===== src/rtl/stoppable_clk_en.sv =====
module stoppable_clk_en #(
  parameter int          NODES   = 4,
  parameter int          DIV_W   = 8,
  parameter int unsigned DIV_RST = 3
) (
  input  logic             clk,
  input  logic             rst_n,
  input  logic [NODES-1:0] node_req,
  input  logic [NODES-1:0] tok_arrive,
  input  logic             div_wr,
  input  logic [DIV_W-1:0] div_val,
  output logic             tick,
  output logic             stopped
);

  localparam logic [DIV_W-1:0] DIV_INIT = DIV_W'(DIV_RST);

  logic [NODES-1:0] pend_q;
  logic [DIV_W-1:0] ratio_q, cnt_q;
  logic             halt_q;
  logic             all_ok;

  assign all_ok  = &(node_req | pend_q | tok_arrive);
  assign stopped = halt_q | ~all_ok;
  assign tick    = ~stopped & (cnt_q == '0);

  always_ff @(posedge clk) begin
    if (!rst_n) begin
      pend_q  <= '0;
      ratio_q <= DIV_INIT;
      cnt_q   <= DIV_INIT;
      halt_q  <= 1'b1;
    end else begin
      pend_q <= (pend_q | tok_arrive) & ~node_req;
      halt_q <= ~all_ok;
      if (div_wr && stopped) ratio_q <= div_val;
      if (stopped || tick) cnt_q <= ratio_q;
      else                 cnt_q <= cnt_q - 1'b1;
    end
  end

  a_r10_no_tick_while_stopped: assert property (@(posedge clk) disable iff (!rst_n)
    stopped |-> !tick);

  a_r3_unsatisfied_stops: assert property (@(posedge clk) disable iff (!rst_n)
    (|(~node_req & ~pend_q & ~tok_arrive)) |-> (stopped && !tick));

  a_r1_tick_spacing: assert property (@(posedge clk) disable iff (!rst_n)
    (tick && ratio_q != '0) |=> !tick);

  a_r6_restart_full_period: assert property (@(posedge clk) disable iff (!rst_n)
    ($fell(halt_q) && ratio_q != '0) |-> !tick);

  a_r7_ratio_locked: assert property (@(posedge clk) disable iff (!rst_n)
    !stopped |=> $stable(ratio_q));

  a_r5_release_held: assert property (@(posedge clk) disable iff (!rst_n)
    (tok_arrive[0] && !node_req[0]) |=> (pend_q[0] || node_req[0]));

endmodule


===== config.mk =====
export PLATFORM = sky130hd
export DESIGN_NAME = stoppable_clk_en
export DESIGN_NICKNAME = d
export VERILOG_FILES = /design/src/rtl/stoppable_clk_en.sv
export SDC_FILE = /design/constraint.sdc
export NUM_CORES = 1
export LEC_CHECK = 0
export CORE_MARGIN = 8
export CORE_UTILIZATION = 36
export CTS_CLUSTER_DIAMETER = 30
export DETAILED_ROUTE_END_ITERATION = 8
export HOLD_SLACK_MARGIN = 0.05
export PLACE_DENSITY_LB_ADDON = 0.05
export SYNTH_ARGS = -nofsm -noshare
export SYNTH_HDL_FRONTEND = slang
export SYNTH_SLANG_ARGS = --single-unit

===== constraint.sdc =====
create_clock -name clk -period 5.22 [get_ports clk]
set_clock_uncertainty 0.05 [all_clocks]
set_input_delay 1.566 -clock clk [delete_from_list [all_inputs] [get_ports clk]]
set_output_delay 1.566 -clock clk [all_outputs]
set_load 0.005 [all_outputs]

Word-level counts from Yosys, hierarchy flattened
Cells that the tools add are included.
{"block": "word_totals", "input_bits": 19, "reg_bits": 21, "elab_cells": 19}
{"block": "classes", "mux": 1, "n_reduce_logical": 4, "bitwise_logic": 9, "add_sub_neg": 1}
{"cell": "$or 4x4->4", "count": 3}
{"cell": "$logic_not 8->1", "count": 1}
{"cell": "$mux 8", "count": 1}
{"cell": "$sub 8x1->8 const B", "count": 1}
{"cell": "$and 4x4->4", "count": 1}
{"cell": "$not 4->4", "count": 1}
{"cell": "$reduce_and 4->1", "count": 1}
{"cell": "$not 1->1", "count": 2}
{"cell": "$and 1x1->1", "count": 1}
{"cell": "$logic_and 1x1->1", "count": 1}
{"cell": "$logic_or 1x1->1", "count": 1}
{"cell": "$or 1x1->1", "count": 1}

Longest topological paths before layout
Gate-level depths: netlist of run 1.
{"block": "depth", "word_depth": 9, "mapped_depth": 6}

Worst setup path before layout of run 1
No wires, ideal clock.
{"block": "synth_timing", "path_type": "input to output", "start": "input node_req[0]", "end": "output tick", "stages": 4, "t_arrival_ns": 2.466, "path_buffers": 0, "path_slack_ns": 1.138, "path_cell_list": "nor3_1 -> nor4_4 -> nand2_1 -> nor4b_1"}
{"block": "synth_via", "elab_chain_len": 7}
{"element": "from (decl)", "line_no": "8", "rtl": "input logic [NODES-1:0] node_req,"}
{"element": "$or 4x4->4 (2 in a row)", "line_no": "23", "rtl": "assign all_ok = &(node_req | pend_q | tok_arrive);"}
{"element": "$reduce_and 4->1", "line_no": "23"}
{"element": "$not 1->1", "line_no": "24", "rtl": "assign stopped = halt_q | ~all_ok;"}
{"element": "$or 1x1->1", "line_no": "24"}
{"element": "via stopped", "line_no": "13", "rtl": "output logic stopped"}
{"element": "$not 1->1", "line_no": "25", "rtl": "assign tick = ~stopped & (cnt_q == '0);"}
{"element": "$and 1x1->1", "line_no": "25"}
{"element": "to (decl)", "line_no": "12", "rtl": "output logic tick,"}
The timed path passes the listed nets, and every way through them passes these cells.

Worst setup path in the final report of run 1
{"block": "layout_timing", "start": "input node_req[0]", "end": "output tick"}
{"block": "layout_via", "elab_chain_len": 7}
{"element": "$or 4x4->4 (2 in a row)", "line_no": "23"}
{"element": "$reduce_and 4->1", "line_no": "23"}
{"element": "$not 1->1", "line_no": "24"}
{"element": "$or 1x1->1", "line_no": "24"}
{"element": "$not 1->1", "line_no": "25"}
{"element": "$and 1x1->1", "line_no": "25"}
Every way passes these cells.

==> results of run 1 <==
## per-layer routing
metal	GRT usage, %	part of all wire (%)
met1	14.1	48
met2	18.7	48
met3	2.37	3.5
met4	4.85	0.56
met5	0	0
## registers in the layout, indices dropped and copies added, names as in the netlist
signal and cells:
cnt_q 8, ratio_q 8, pend_q 4, halt_q 1
## cells in the final DEF (no fill, tap or decap), types with 2 or more instances in the layout
cell type	count
nor3_1	10
nand3_1	7
xnor2_1	5
clkinv_1	2
clkbuf_4	3
clkdlybuf4s50_1	20
nand4_1	12
nor2_1	7
a31oi_1	6
a211oi_1	6
a21oi_1	7
ha_1	2
inv_1	6
o211ai_1	4
o21ai_0	2
dfxtp_1	21
nand2_1	3
nor3b_1	7
## worst paths after layout
kind / startpoint / to / slack [ns] / cells past startpoint
worst min-delay path: pend_q[3]$_SDFF_PN0_ / pend_q[3]$_SDFF_PN0_ / 0.45 / 2
worst max register to register: pend_q[0]$_SDFF_PN0_ / cnt_q[5]$_SDFF_PN0_ / 3.38 / 4
worst min register to register: pend_q[3]$_SDFF_PN0_ / pend_q[3]$_SDFF_PN0_ / 0.45 / 2
worst max-delay path: node_req[0] / tick / 0.27 / 6
## report_power, final
| group | total (mW) | switching [mW] | internal [mW] |
|---|---|---|---|
| sequential | 0.187 | 0.0129 | 0.174 |
| combinational | 0.0764 | 0.0396 | 0.0368 |
| clock | 0.0814 | 0.0528 | 0.0286 |
## critical path, cell delays in order
cell             delay [ns]
clkdlybuf4s50_1        0.48
nor3_1                 0.08
nor4_4                 0.29
nand2_1                0.11
nor4b_1                0.25
clkdlybuf4s50_1        0.55
## layout make-up
class / instances / area, um2
fill: 303 / 1630
multi-input combinational: 90 / 623
timing repair buffer: 21 / 208
clock buffer: 3 / 22.5
clock inverter: 1 / 5.00
sequential: 21 / 420
inverter: 8 / 30.0
tap: 33 / 41.3
## metrics by stage
step	setup slack (ns)	power (mW)
2_1_floorplan	1.14	0.237
3_3_place_gp	0.281	0.265
3_5_place_dp	0.274	0.267
4_1_cts	0.261	0.349
5_1_grt	0.0896	0.365
6_report	0.272	0.344
## kinds of logic (layout without fill, tap and decap cells)
group,after synthesis,in the layout,share of synthesized area [%]
AOI/OAI and AO/OA,29,29,20.1
xor gates and xnor gates,6,6,4.76
adders and majority gates,2,2,2.27
buffers and inverters,16,33,5.44
DFF,21,21,38.1
and+or+nand+nor,53,53,29.4
==> metrics.yaml, run 1 <==
final_nets: 166
routed_wl_um: 2690
grt_pass1_wl_um: 4740
cts_tree: "yes"
cts_resized: 0
ir_worst_vdd_uv: 96.1
tns_ns: 0
grt_usage_pct: 11.4
fin_crit_sh_pct: 94.8
maxCapViolCount: 0
synth_largest_area_cell: "dfxtp_1"
first_iter_violations: 41
dp.cells: 173
hpwl_um: 1950
p_leak_nw: 0.470
drcViolationCount: 0
synth_cell_types: 30
maxSlewHeadroom_pct: 58.0
core-area_mm2: 0.00298
cts.sinks: 21
initial_utilization_pct: 37.1
dr.pass1.iters: 4
setup-violations-final: 0
die_h_um: 71.4
cp-start-kind: "input pin"
worstHoldPathType: "flop to flop"
clockBufferDepth: 2
place_congestion: 0.682
synth.top_cell.area_share_pct: 38.1
rsz0062_at_grt: "false"
area_delta_synth_final_pct: 22.3
final_cell_area_mm2: 0.00135
fmax_mhz: 202
period_needed_ns: 4.95
cts_root_buf: "clkbuf_4"
critical_path.max_fanout: 2
grt_antenna_before_repair: 0
io-pin-count: 21
std_cell_rows: 20
cts_buffers: 3
cp.required_ns: 3.60
postLayoutCoreUtil_pct: 45.3
routed_via_density: 5.59
ys_ff_latch: 21
worstSetupEndpointType: "output pin"
yosys-top-cells-area: "dfxtp_1, nand4_1, nor3b_1, nor3_1, a211oi_1"
overflow: 0
holdBufCountCts: 0
post_cts_buffers: 0
synth_edf_count: 0
grt_max_degree: 19
stdcell_count: 177
synth.most_common_cell: "dfxtp_1"
clk_pin_slew_ns: 0.13
power_density_mw_per_mm2: 255
ys.warnings.count: 0
syn_area_mm2: 0.00110
synth_cells: 127
die_w_um: 71.4
outcome: "completed"
avgSynthCellArea_um2: 8.69
worst_pin_slew_ns: 0.628
synth_common_cells: "dfxtp_1, nand4_1, nor3_1"
port_buffers: 20
place_area_mm2: 0.00132
hold_viol: 0
synth-main-ff-cell: "dfxtp_1"
clock_latency_ns: 0.31
grt_pass1_vias: 1032
ys_async_sr_fraction_pct: 0
n_antenna_cell: 0
slew_violations: 0
criticalPathCategory: "input pin to output pin"
dieArea_mm2: 0.00509
worstPathArrival_ns: 3.33
routedWlPerCell_um: 15.2
h-tree-depth: 1
drive_gt1_share_pct: 7.64
drtAntennaViolNets: 0
holdWs_ns: 0.451
ys_seq_area_share_pct: 38.1
syn_nets: 148
vias: 989
(Power assumes the default switching activity.)
==> run 2, diff against run 1 <==
--- a/config.mk
+++ b/config.mk
@@ -5,7 +5,6 @@
 export SDC_FILE = /design/constraint.sdc
 export NUM_CORES = 1
 export LEC_CHECK = 0
-export CORE_MARGIN = 8
 export CORE_UTILIZATION = 36
 export CTS_CLUSTER_DIAMETER = 30
 export DETAILED_ROUTE_END_ITERATION = 8
==> metrics.yaml, run 2 (same netlist as run 1, synthesis figures left out) <==
p_total_mw: 0.342  # -0.67%
stdcell_count: 175  # -1.1%
post-place-ws_ns: 0.239  # -0.0347 ns
rsz0062_at_grt: "false"
h-tree-depth: 1  # unchanged
worst_pin_slew_ns: 0.612  # -0.0160 ns
cts_buffers: 3  # unchanged
vias: 1004  # +1.5%
hold_viol: 0  # unchanged
grt_pass1_vias: 947  # -8.2%
clockBufferDepth: 2  # unchanged
slew_violations: 0  # unchanged
area_delta_synth_final_pct: 22.0
grt_usage_pct: 16.8  # +5.4 points
power_density_mw_per_mm2: 254  # -0.39%
cts_root_buf: "clkbuf_4"
dp.cells: 171  # -1.2%
period_needed_ns: 5.00  # +0.0516 ns
drtAntennaViolNets: 0  # unchanged
worstHoldPathType: "flop to flop"
grt_max_degree: 19  # unchanged
dr.pass1.iters: 6  # +2
drcViolationCount: 2  # +2
cp-start-kind: "input pin"
io-pin-count: 21  # unchanged
routed_via_density: 5.74  # +2.7%
holdBufCountCts: 0  # unchanged
hpwl_um: 1800  # -7.8%
mostFrequentLayoutCell: "dfxtp_1"
final_nets: 166  # unchanged
drive_gt1_share_pct: 6.94  # -0.69 points
clk_pin_slew_ns: 0.11  # -0.02 ns
failed_checks: "DRC"
cts_resized: 0  # unchanged
clock_latency_ns: 0.30  # about the same
postLayoutCoreUtil_pct: 47.6  # +2.3 points
n_antenna_cell: 0  # unchanged
worstPathArrival_ns: 3.38  # +0.05 ns
first_iter_violations: 45  # +9.8%
grt_antenna_before_repair: 0  # unchanged
cp.required_ns: 3.60  # about the same
setup-violations-final: 0  # unchanged
die_w_um: 57.4  # -20%
overflow: 0  # unchanged
outcome: "finished with violations"
critical_path.max_fanout: 2  # unchanged
routed_wl_um: 2540  # -5.3%
place_congestion: 0.744  # +9.2%
final_cell_mix: "dfxtp_1, clkdlybuf4s50_1, nand4_1"
initial_utilization_pct: 39.0  # +2.0 points
std_cell_rows: 19  # -5.0%
fin_ws_ns: 0.220  # -0.0516 ns
p_leak_nw: 0.467  # -0.58%
cts.sinks: 21  # unchanged
post_cts_buffers: 0  # unchanged
fin_crit_sh_pct: 95.8  # +0.99 points
worstSetupEndpointType: "output pin"
die_h_um: 57.4  # -20%
grt_pass1_wl_um: 4200  # -11%
dieArea_mm2: 0.00329  # -35%
criticalPathCategory: "input pin to output pin"
fmax_mhz: 200  # -1.0%
routedWlPerCell_um: 14.5  # -4.2%
tns_ns: 0  # unchanged
ir_worst_vdd_uv: 106  # +11%
maxCapViolCount: 0  # unchanged
port_buffers: 20  # unchanged
largestRegisters: "cnt_q (8), ratio_q (8), pend_q (4)"
cts_tree: "yes"
maxSlewHeadroom_pct: 59.1  # +1.1 points
core-area_mm2: 0.00283  # -5.0%
## run 2: changes by cell type in the layout (fill, tap and decap cells not counted), sizes merged
cell,before,now
clkbuf,3,4
clkinv,3,2
## run 2: layer usage
layer	vias to the layer above	track usage (%)	share of wire, %
met5	-	0	0
met3	2	3.40	2.8
met4	0	7.32	0.67
met2	19	27.9	46
met1	467	21.0	50
li1	516	-	-
## run 2: through the flow
stage	hold slack, ns	area (um2)
after detailed placement	0.437	1320
after global routing	0.474	1350
after floorplan	0.418	1100
after global placement	0.427	1320
after CTS	0.454	1350
final	0.450	1350
## run 2: worst max-delay path: stages
cell and delay, ns:
clkdlybuf4s50_1 0.48, nor3_1 0.09, nor4_4 0.30, nand2_1 0.13, nor4b_1 0.27, clkdlybuf4s50_1 0.56
## run 2: worst paths after layout
path	start	end	slack, ns	cells after the start
min reg2reg	pend_q[1]$_SDFF_PN0_	pend_q[1]$_SDFF_PN0_	0.45	2
max reg2reg	pend_q[0]$_SDFF_PN0_	cnt_q[5]$_SDFF_PN0_	3.36	4
min	pend_q[1]$_SDFF_PN0_	pend_q[1]$_SDFF_PN0_	0.45	2
max	node_req[0]	tick	0.22	6
## run 2: area by class of cell
type	instances	area, um2
timing repair buffer	21	208
fill	293	1480
sequential	21	420
multi-input combinational	90	623
inverter	8	30.0
tap	31	38.8
clock buffer	4	26.3
## run 2: where the power goes
group / total, mW / leakage [nW] / internal, mW / switching (mW)
combinational: 0.0763 / 0.279 / 0.0368 / 0.0395
sequential: 0.187 / 0.174 / 0.174 / 0.0133
clock: 0.0788 / 0.0150 / 0.0298 / 0.0491
